**src/rtl/spi_varclk_pkg.sv**
```systemverilog
package spi_varclk_pkg;

   typedef enum logic {
      DIV_PRIMARY = 1'b0,
      DIV_ALT     = 1'b1
   } div_sel_e;

   function automatic logic [15:0] pick16(input div_sel_e sel,
                                          input logic [15:0] a,
                                          input logic [15:0] b);
      return (sel == DIV_ALT) ? b : a;
   endfunction

endpackage

```
**src/rtl/vclk_pat_sel.sv**
```systemverilog
module vclk_pat_sel #(
   parameter int  PAT_W       = 32,
   parameter int  DIV_W       = 16,
   parameter bit  VAR_SUPPORT = 1'b1
) (
   input  logic             clk,
   input  logic             rst_n,
   input  logic             load,
   input  logic             adv,
   input  logic             var_in,
   input  logic [PAT_W-1:0] pat_in,
   input  logic [DIV_W-1:0] da_in,
   input  logic [DIV_W-1:0] db_in,
   output logic [DIV_W-1:0] nxt_div
);
   import spi_varclk_pkg::*;

   logic [DIV_W-1:0] da_q, db_q;
   div_sel_e         nxt_sel;

   always_ff @(posedge clk or negedge rst_n) begin
      if (!rst_n) begin
         da_q <= '0;
         db_q <= '0;
      end else if (load) begin
         da_q <= da_in;
         db_q <= db_in;
      end
   end

   generate
      if (VAR_SUPPORT) begin : g_var
         logic [PAT_W-1:0] pat_q;
         logic             var_q;

         always_ff @(posedge clk or negedge rst_n) begin
            if (!rst_n) begin
               pat_q <= '0;
               var_q <= 1'b0;
            end else if (load) begin
               pat_q <= pat_in;
               var_q <= var_in;
            end else if (adv) begin
               pat_q <= {pat_q[PAT_W-2:0], 1'b0};
            end
         end

         assign nxt_sel = (var_q && pat_q[PAT_W-1]) ? DIV_ALT : DIV_PRIMARY;

         assert_pat_shift_R3: assert property (@(posedge clk) disable iff (!rst_n)
            ($past(adv) && !$past(load)) |-> (pat_q[PAT_W-1:1] == $past(pat_q[PAT_W-2:0])));
         assert_var_hold_R7: assert property (@(posedge clk) disable iff (!rst_n)
            !$past(load) |-> $stable(var_q));
      end else begin : g_fixed
         assign nxt_sel = DIV_PRIMARY;
      end
   endgenerate

   assign nxt_div = (nxt_sel == DIV_ALT) ? db_q : da_q;

   assert_div_hold_R7: assert property (@(posedge clk) disable iff (!rst_n)
      !$past(load) |-> ($stable(da_q) && $stable(db_q)));

endmodule

```
**src/rtl/vclk_hp_timer.sv**
```systemverilog
module vclk_hp_timer #(
   parameter int DIV_W = 16
) (
   input  logic             clk,
   input  logic             rst_n,
   input  logic             load,
   input  logic [DIV_W-1:0] load_val,
   input  logic             run,
   input  logic [DIV_W-1:0] nxt_val,
   output logic             tick
);
   logic [DIV_W-1:0] cnt;

   assign tick = run && (cnt == '0);

   always_ff @(posedge clk or negedge rst_n) begin
      if (!rst_n)    cnt <= '0;
      else if (load) cnt <= load_val;
      else if (tick) cnt <= nxt_val;
      else if (run)  cnt <= cnt - DIV_W'(1);
   end

   assert_count_down_R2: assert property (@(posedge clk) disable iff (!rst_n)
      ($past(run) && run && !$past(load) && ($past(cnt) != '0)) |-> (cnt == $past(cnt) - DIV_W'(1)));

endmodule

```
**src/rtl/spi_varclk_gen.sv**
```systemverilog
module spi_varclk_gen #(
   parameter int  MAX_BITS    = 32,
   parameter int  VAR_BITS    = 16,
   parameter int  DIV_W       = 16,
   parameter bit  VAR_SUPPORT = 1'b1,
   localparam int PAT_W       = 2 * VAR_BITS,
   localparam int LEN_W       = $clog2(MAX_BITS + 1)
) (
   input  logic             clk,
   input  logic             rst_n,
   input  logic             start,
   input  logic             var_en,
   input  logic [PAT_W-1:0] pattern,
   input  logic [DIV_W-1:0] div_a,
   input  logic [DIV_W-1:0] div_b,
   input  logic [LEN_W-1:0] xfer_len,
   input  logic             cpol,
   output logic             sclk,
   output logic             sample_stb,
   output logic             shift_stb,
   output logic             done,
   output logic             busy,
   output logic             len_err
);
   localparam int HP_W = LEN_W + 1;

   generate
      if (VAR_BITS > MAX_BITS) begin : g_chk_var
         $error("VAR_BITS must not exceed MAX_BITS");
      end
      if (DIV_W < 1 || MAX_BITS < 1) begin : g_chk_w
         $error("DIV_W and MAX_BITS must be positive");
      end
   endgenerate

   logic             len_ok, accept, tick, lead_q, cpol_q;
   logic [HP_W-1:0]  hp_left;
   logic [DIV_W-1:0] nxt_div;

   assign len_ok = (xfer_len != '0) && (xfer_len <= LEN_W'(MAX_BITS)) &&
                   (!(var_en && VAR_SUPPORT) || (xfer_len == LEN_W'(VAR_BITS)));
   assign accept = start && !busy && len_ok;

   vclk_pat_sel #(.PAT_W(PAT_W), .DIV_W(DIV_W), .VAR_SUPPORT(VAR_SUPPORT)) u_sel (
      .clk(clk), .rst_n(rst_n), .load(accept), .adv(tick), .var_in(var_en),
      .pat_in(pattern), .da_in(div_a), .db_in(div_b), .nxt_div(nxt_div));

   vclk_hp_timer #(.DIV_W(DIV_W)) u_tmr (
      .clk(clk), .rst_n(rst_n), .load(accept), .load_val(div_a),
      .run(busy), .nxt_val(nxt_div), .tick(tick));

   always_ff @(posedge clk or negedge rst_n) begin
      if (!rst_n) begin
         busy       <= 1'b0;
         sclk       <= 1'b0;
         cpol_q     <= 1'b0;
         lead_q     <= 1'b0;
         hp_left    <= '0;
         sample_stb <= 1'b0;
         shift_stb  <= 1'b0;
         done       <= 1'b0;
         len_err    <= 1'b0;
      end else begin
         sample_stb <= 1'b0;
         shift_stb  <= 1'b0;
         done       <= 1'b0;
         len_err    <= start && !busy && !len_ok;
         if (!busy) begin
            if (accept) begin
               busy    <= 1'b1;
               cpol_q  <= cpol;
               sclk    <= ~cpol;
               lead_q  <= 1'b1;
               hp_left <= HP_W'({xfer_len, 1'b0}) - HP_W'(1);
            end else begin
               sclk <= cpol;
            end
         end else if (tick) begin
            sample_stb <= lead_q;
            shift_stb  <= ~lead_q;
            lead_q     <= ~lead_q;
            if (hp_left == '0) begin
               busy <= 1'b0;
               done <= 1'b1;
               sclk <= cpol_q;
            end else begin
               sclk    <= ~sclk;
               hp_left <= hp_left - HP_W'(1);
            end
         end
      end
   end

   assert_strobe_excl_R5: assert property (@(posedge clk) disable iff (!rst_n)
      !(sample_stb && shift_stb));
   assert_sample_trail_R5: assert property (@(posedge clk) disable iff (!rst_n)
      sample_stb |-> (sclk == cpol_q));
   assert_lead_level_R8: assert property (@(posedge clk) disable iff (!rst_n)
      $rose(busy) |-> (sclk != cpol_q));
   assert_end_done_R4: assert property (@(posedge clk) disable iff (!rst_n)
      $fell(busy) |-> (done && sclk == cpol_q));
   assert_done_pulse_R4: assert property (@(posedge clk) disable iff (!rst_n)
      done |=> !done);
   assert_err_nostart_R6: assert property (@(posedge clk) disable iff (!rst_n)
      len_err |-> !busy);

endmodule

```
**config.mk**
```make
export PLATFORM = sky130hd
export DESIGN_NAME = spi_varclk_gen
export DESIGN_NICKNAME = d
export VERILOG_FILES = /design/src/rtl/spi_varclk_pkg.sv /design/src/rtl/vclk_pat_sel.sv /design/src/rtl/vclk_hp_timer.sv /design/src/rtl/spi_varclk_gen.sv
export SDC_FILE = /design/constraint.sdc
export NUM_CORES = 1
export LEC_CHECK = 0
export BUFFER_PORTS_ARGS = -buffer_cell sky130_fd_sc_hd__buf_2
export CAP_MARGIN = 20
export CORE_MARGIN = 3
export CORE_UTILIZATION = 40
export CTS_CLUSTER_DIAMETER = 100
export DETAILED_ROUTE_END_ITERATION = 8
export PLACE_DENSITY = 0.69
export SLEW_MARGIN = 30
export SYNTH_ARGS = -nofsm -noshare
export SYNTH_HDL_FRONTEND = slang
export SYNTH_HIERARCHICAL = 1
export SYNTH_SLANG_ARGS = --single-unit
```
**constraint.sdc**
```tcl
create_clock -name clk -period 3.3 [get_ports clk]
set_input_delay 0.33 -clock clk [delete_from_list [all_inputs] [get_ports clk]]
set_output_delay 0.33 -clock clk [all_outputs]
set_load 0.01 [all_outputs]
```
==> results.yml <==
layout:
  seqCellArea_um2: 2400
  final_core_util: 0.478
  area_growth_syn_to_layout_pct: 14.2
  final_common_cell: "dfrtp_1"
  finalNetCount: 637
  multi_input_area_um2: 2500
  fill_cells: 1157
  final_cell_mix: "dfrtp_1, buf_2, o21ai_0, nand2_1, mux2_2"
  antenna_cells: 0
  drive_gt1_frac: 0.298
setup_path:
  cp_max_fo: 13
  path_class: "reg2reg"
  startpoint_type: "register"
  crit_arrival_ns: 2.80
  r2r_cells: 7
  end_kind: "register"
  crit_required_ns: 3.53
logic_synthesis:
  synth_top_cell_by_area: "dfrtp_1"
  synthesis.nets: 566
  synth-edff-count: 0
  synth_seq_cells: 96
  async_reset_ff_frac: 1.00
  synth_area_leaders: "dfrtp_1, mux2_2, mux2i_1"
  netlist_area_um2: 5160
  syn_inst: 485
  synth_cell_type_count: 60
  ys.warnings.count: 6
  avgSynthCellArea_um2: 10.6
  ys_seq_area_frac: 0.466
  synthFlopType: "dfrtp_1"
  synth_top_area_share: 0.466
route:
  vias: 3799
  via_per_inst: 5.21
  routed_wl_mm: 11.2
  drt_iter0_markers: 379
  drt-pass1-iter-count: 4
  wl_per_cell_um: 15.3
  dr_wl_met3_um: 514
  drcViolationCount: 0
  wirelength_met1_mm: 5.15
  antenna_left: 0
  dr_wl_met2_mm: 5.32
  top_layer: "met4"
timing:
  clock_skew_ns: 0.00715
  setup_tns_ns: 0
  worstMarginPinSlew_ns: 0.755
  setup_viol: 0
  rsz0062_at_grt: "false"
  drv_slew: 0
  hold_viol: 0
  fin_crit_sh: 0.778
  relSlewSlack: 0.495
  fmax_ghz: 0.389
  period_needed_ns: 2.57
placement:
  hpwl_mm: 7.84
  place_congestion: 0.876
  portBuffers: 80
die:
  std_cell_rows: 40
  core_area_um2: 12300
  start_util: 0.419
  ioPinCount: 81
  die_area_um2: 14300
  die_x_um: 120
  die_h_um: 120
cts:
  path_clk_slew_ns: 0.07
  cts_sinks: 96
  clock_latency_ns: 0.34
  cts_tree: "built"
  cts_resized: 0
  hold_buffers: 0
  clk_path_buf_depth: 2
  htreeDepth: 3
  cts-root-buf: "clkbuf_16"
  cts_buffers: 9
  post_cts_buffers: 0
global_routing:
  grt_pass1_vias: 3915
  grt_usage: 0.161
  grt_pass1_wl_mm: 18.8
  grt_max_degree: 77
  grt-ovfl-total: 0
  antenna_found_initial: 0
hold_path:
  min_path_type: "in2async"
flow_run:
  cap_violations: 0
status:
  run_status: "complete, no violations"
power_and_ir_drop:
  power_leakage_nw: 2.57
  total_power_w: 0.00389
  powerDensity_nw_per_um2: 661
  irDropWorstVdd_mv: 0.328
-- final cells by class --
cell class                 count  area share
tap                          168      0.0357
sequential                    96       0.408
clock inverter                 5     0.00552
timing repair buffer          88      0.0792
multi-input combinational    352       0.425
clock buffer                  11      0.0412
inverter                       9     0.00595
-- power by group --
group | switching [W] | total, W | internal, W
sequential | 0.000319 | 0.00185 | 0.00153
combinational | 0.000523 | 0.00108 | 0.000553
clock | 0.000438 | 0.000967 | 0.000529
total | 0.00128 | 0.00389 | 0.00261
-- per-layer routing --
layer / vias to the layer above / GRT usage
li1: 1874 / -
met5: - / 0
met1: 1823 / 0.213
met4: 0 / 0.0659
met3: 15 / 0.0330
met2: 87 / 0.260
-- cells in the mapped netlist (9+ instances only) --
cell type,instances
a21oi_1,20
dfrtp_1,96
nor3b_1,12
inv_1,9
o21ai_1,16
mux2_4,10
xnor2_1,10
nand2_1,53
mux2i_1,33
mux2_2,40
o21ai_0,56
nor2_1,23
-- cell families (layout without fill, tap and decap cells) --
| group | Yosys count | in the layout | share of synthesized area |
|---|---|---|---|
| AO/OA/AOI/OAI | 115 | 115 | 0.125 |
| XOR/XNOR | 12 | 12 | 0.0204 |
| adder cells (fa/ha/maj) | 6 | 6 | 0.0145 |
| buffers and inverters | 37 | 113 | 0.0500 |
| flip-flops | 96 | 96 | 0.466 |
| multiplexers | 83 | 83 | 0.180 |
| AND/OR/NAND/NOR | 136 | 136 | 0.144 |
-- worst max-delay path, cell delays in order, from the launching register on --
cell	delay [ns]
dfrtp_1	0.46
nor4_2	0.59
and4_2	0.36
inv_1	0.06
nor2_1	0.13
a211o_1	0.42
o21ai_0	0.18
a22o_1	0.26
-- flip-flops by register name, summed over array words and instances, names as in the netlist --
signal	flops
busy	1
sample_stb	1
u_sel/da_q	16
sclk	1
lead_q	1
done	1
shift_stb	1
hp_left	7
u_tmr/cnt	16
u_sel/g_var.pat_q	32
cpol_q	1
len_err	1
u_sel/db_q	16
u_sel/g_var.var_q	1
-- final timing paths --
path,startpoint,end,slack (ns)
min in group clk,pattern[7],u_sel/g_var.pat_q[7],0.20
max reg2reg,u_tmr/cnt[6],hp_left[5],0.73
min,rst_n,u_sel/g_var.pat_q[5],0.006
max,u_tmr/cnt[6],hp_left[5],0.73
min reg2reg,lead_q,shift_stb,0.46
max in group asynchronous,rst_n,u_sel/da_q[15],2.63
-- stage by stage --
stage	instance area [µm²]	hold slack, ns	setup WS, ns	cells
3_5_place_dp	5610	0.443	0.562	713
5_1_grt	5890	0.0443	0.458	729
3_3_place_gp	5610	0.441	0.626	713
2_1_floorplan	5160	0.0344	0.929	485
4_1_cts	5890	0.182	0.767	729
6_report	5890	0.00577	0.732	729
Note: power is estimated with default switching activity, not from simulation.
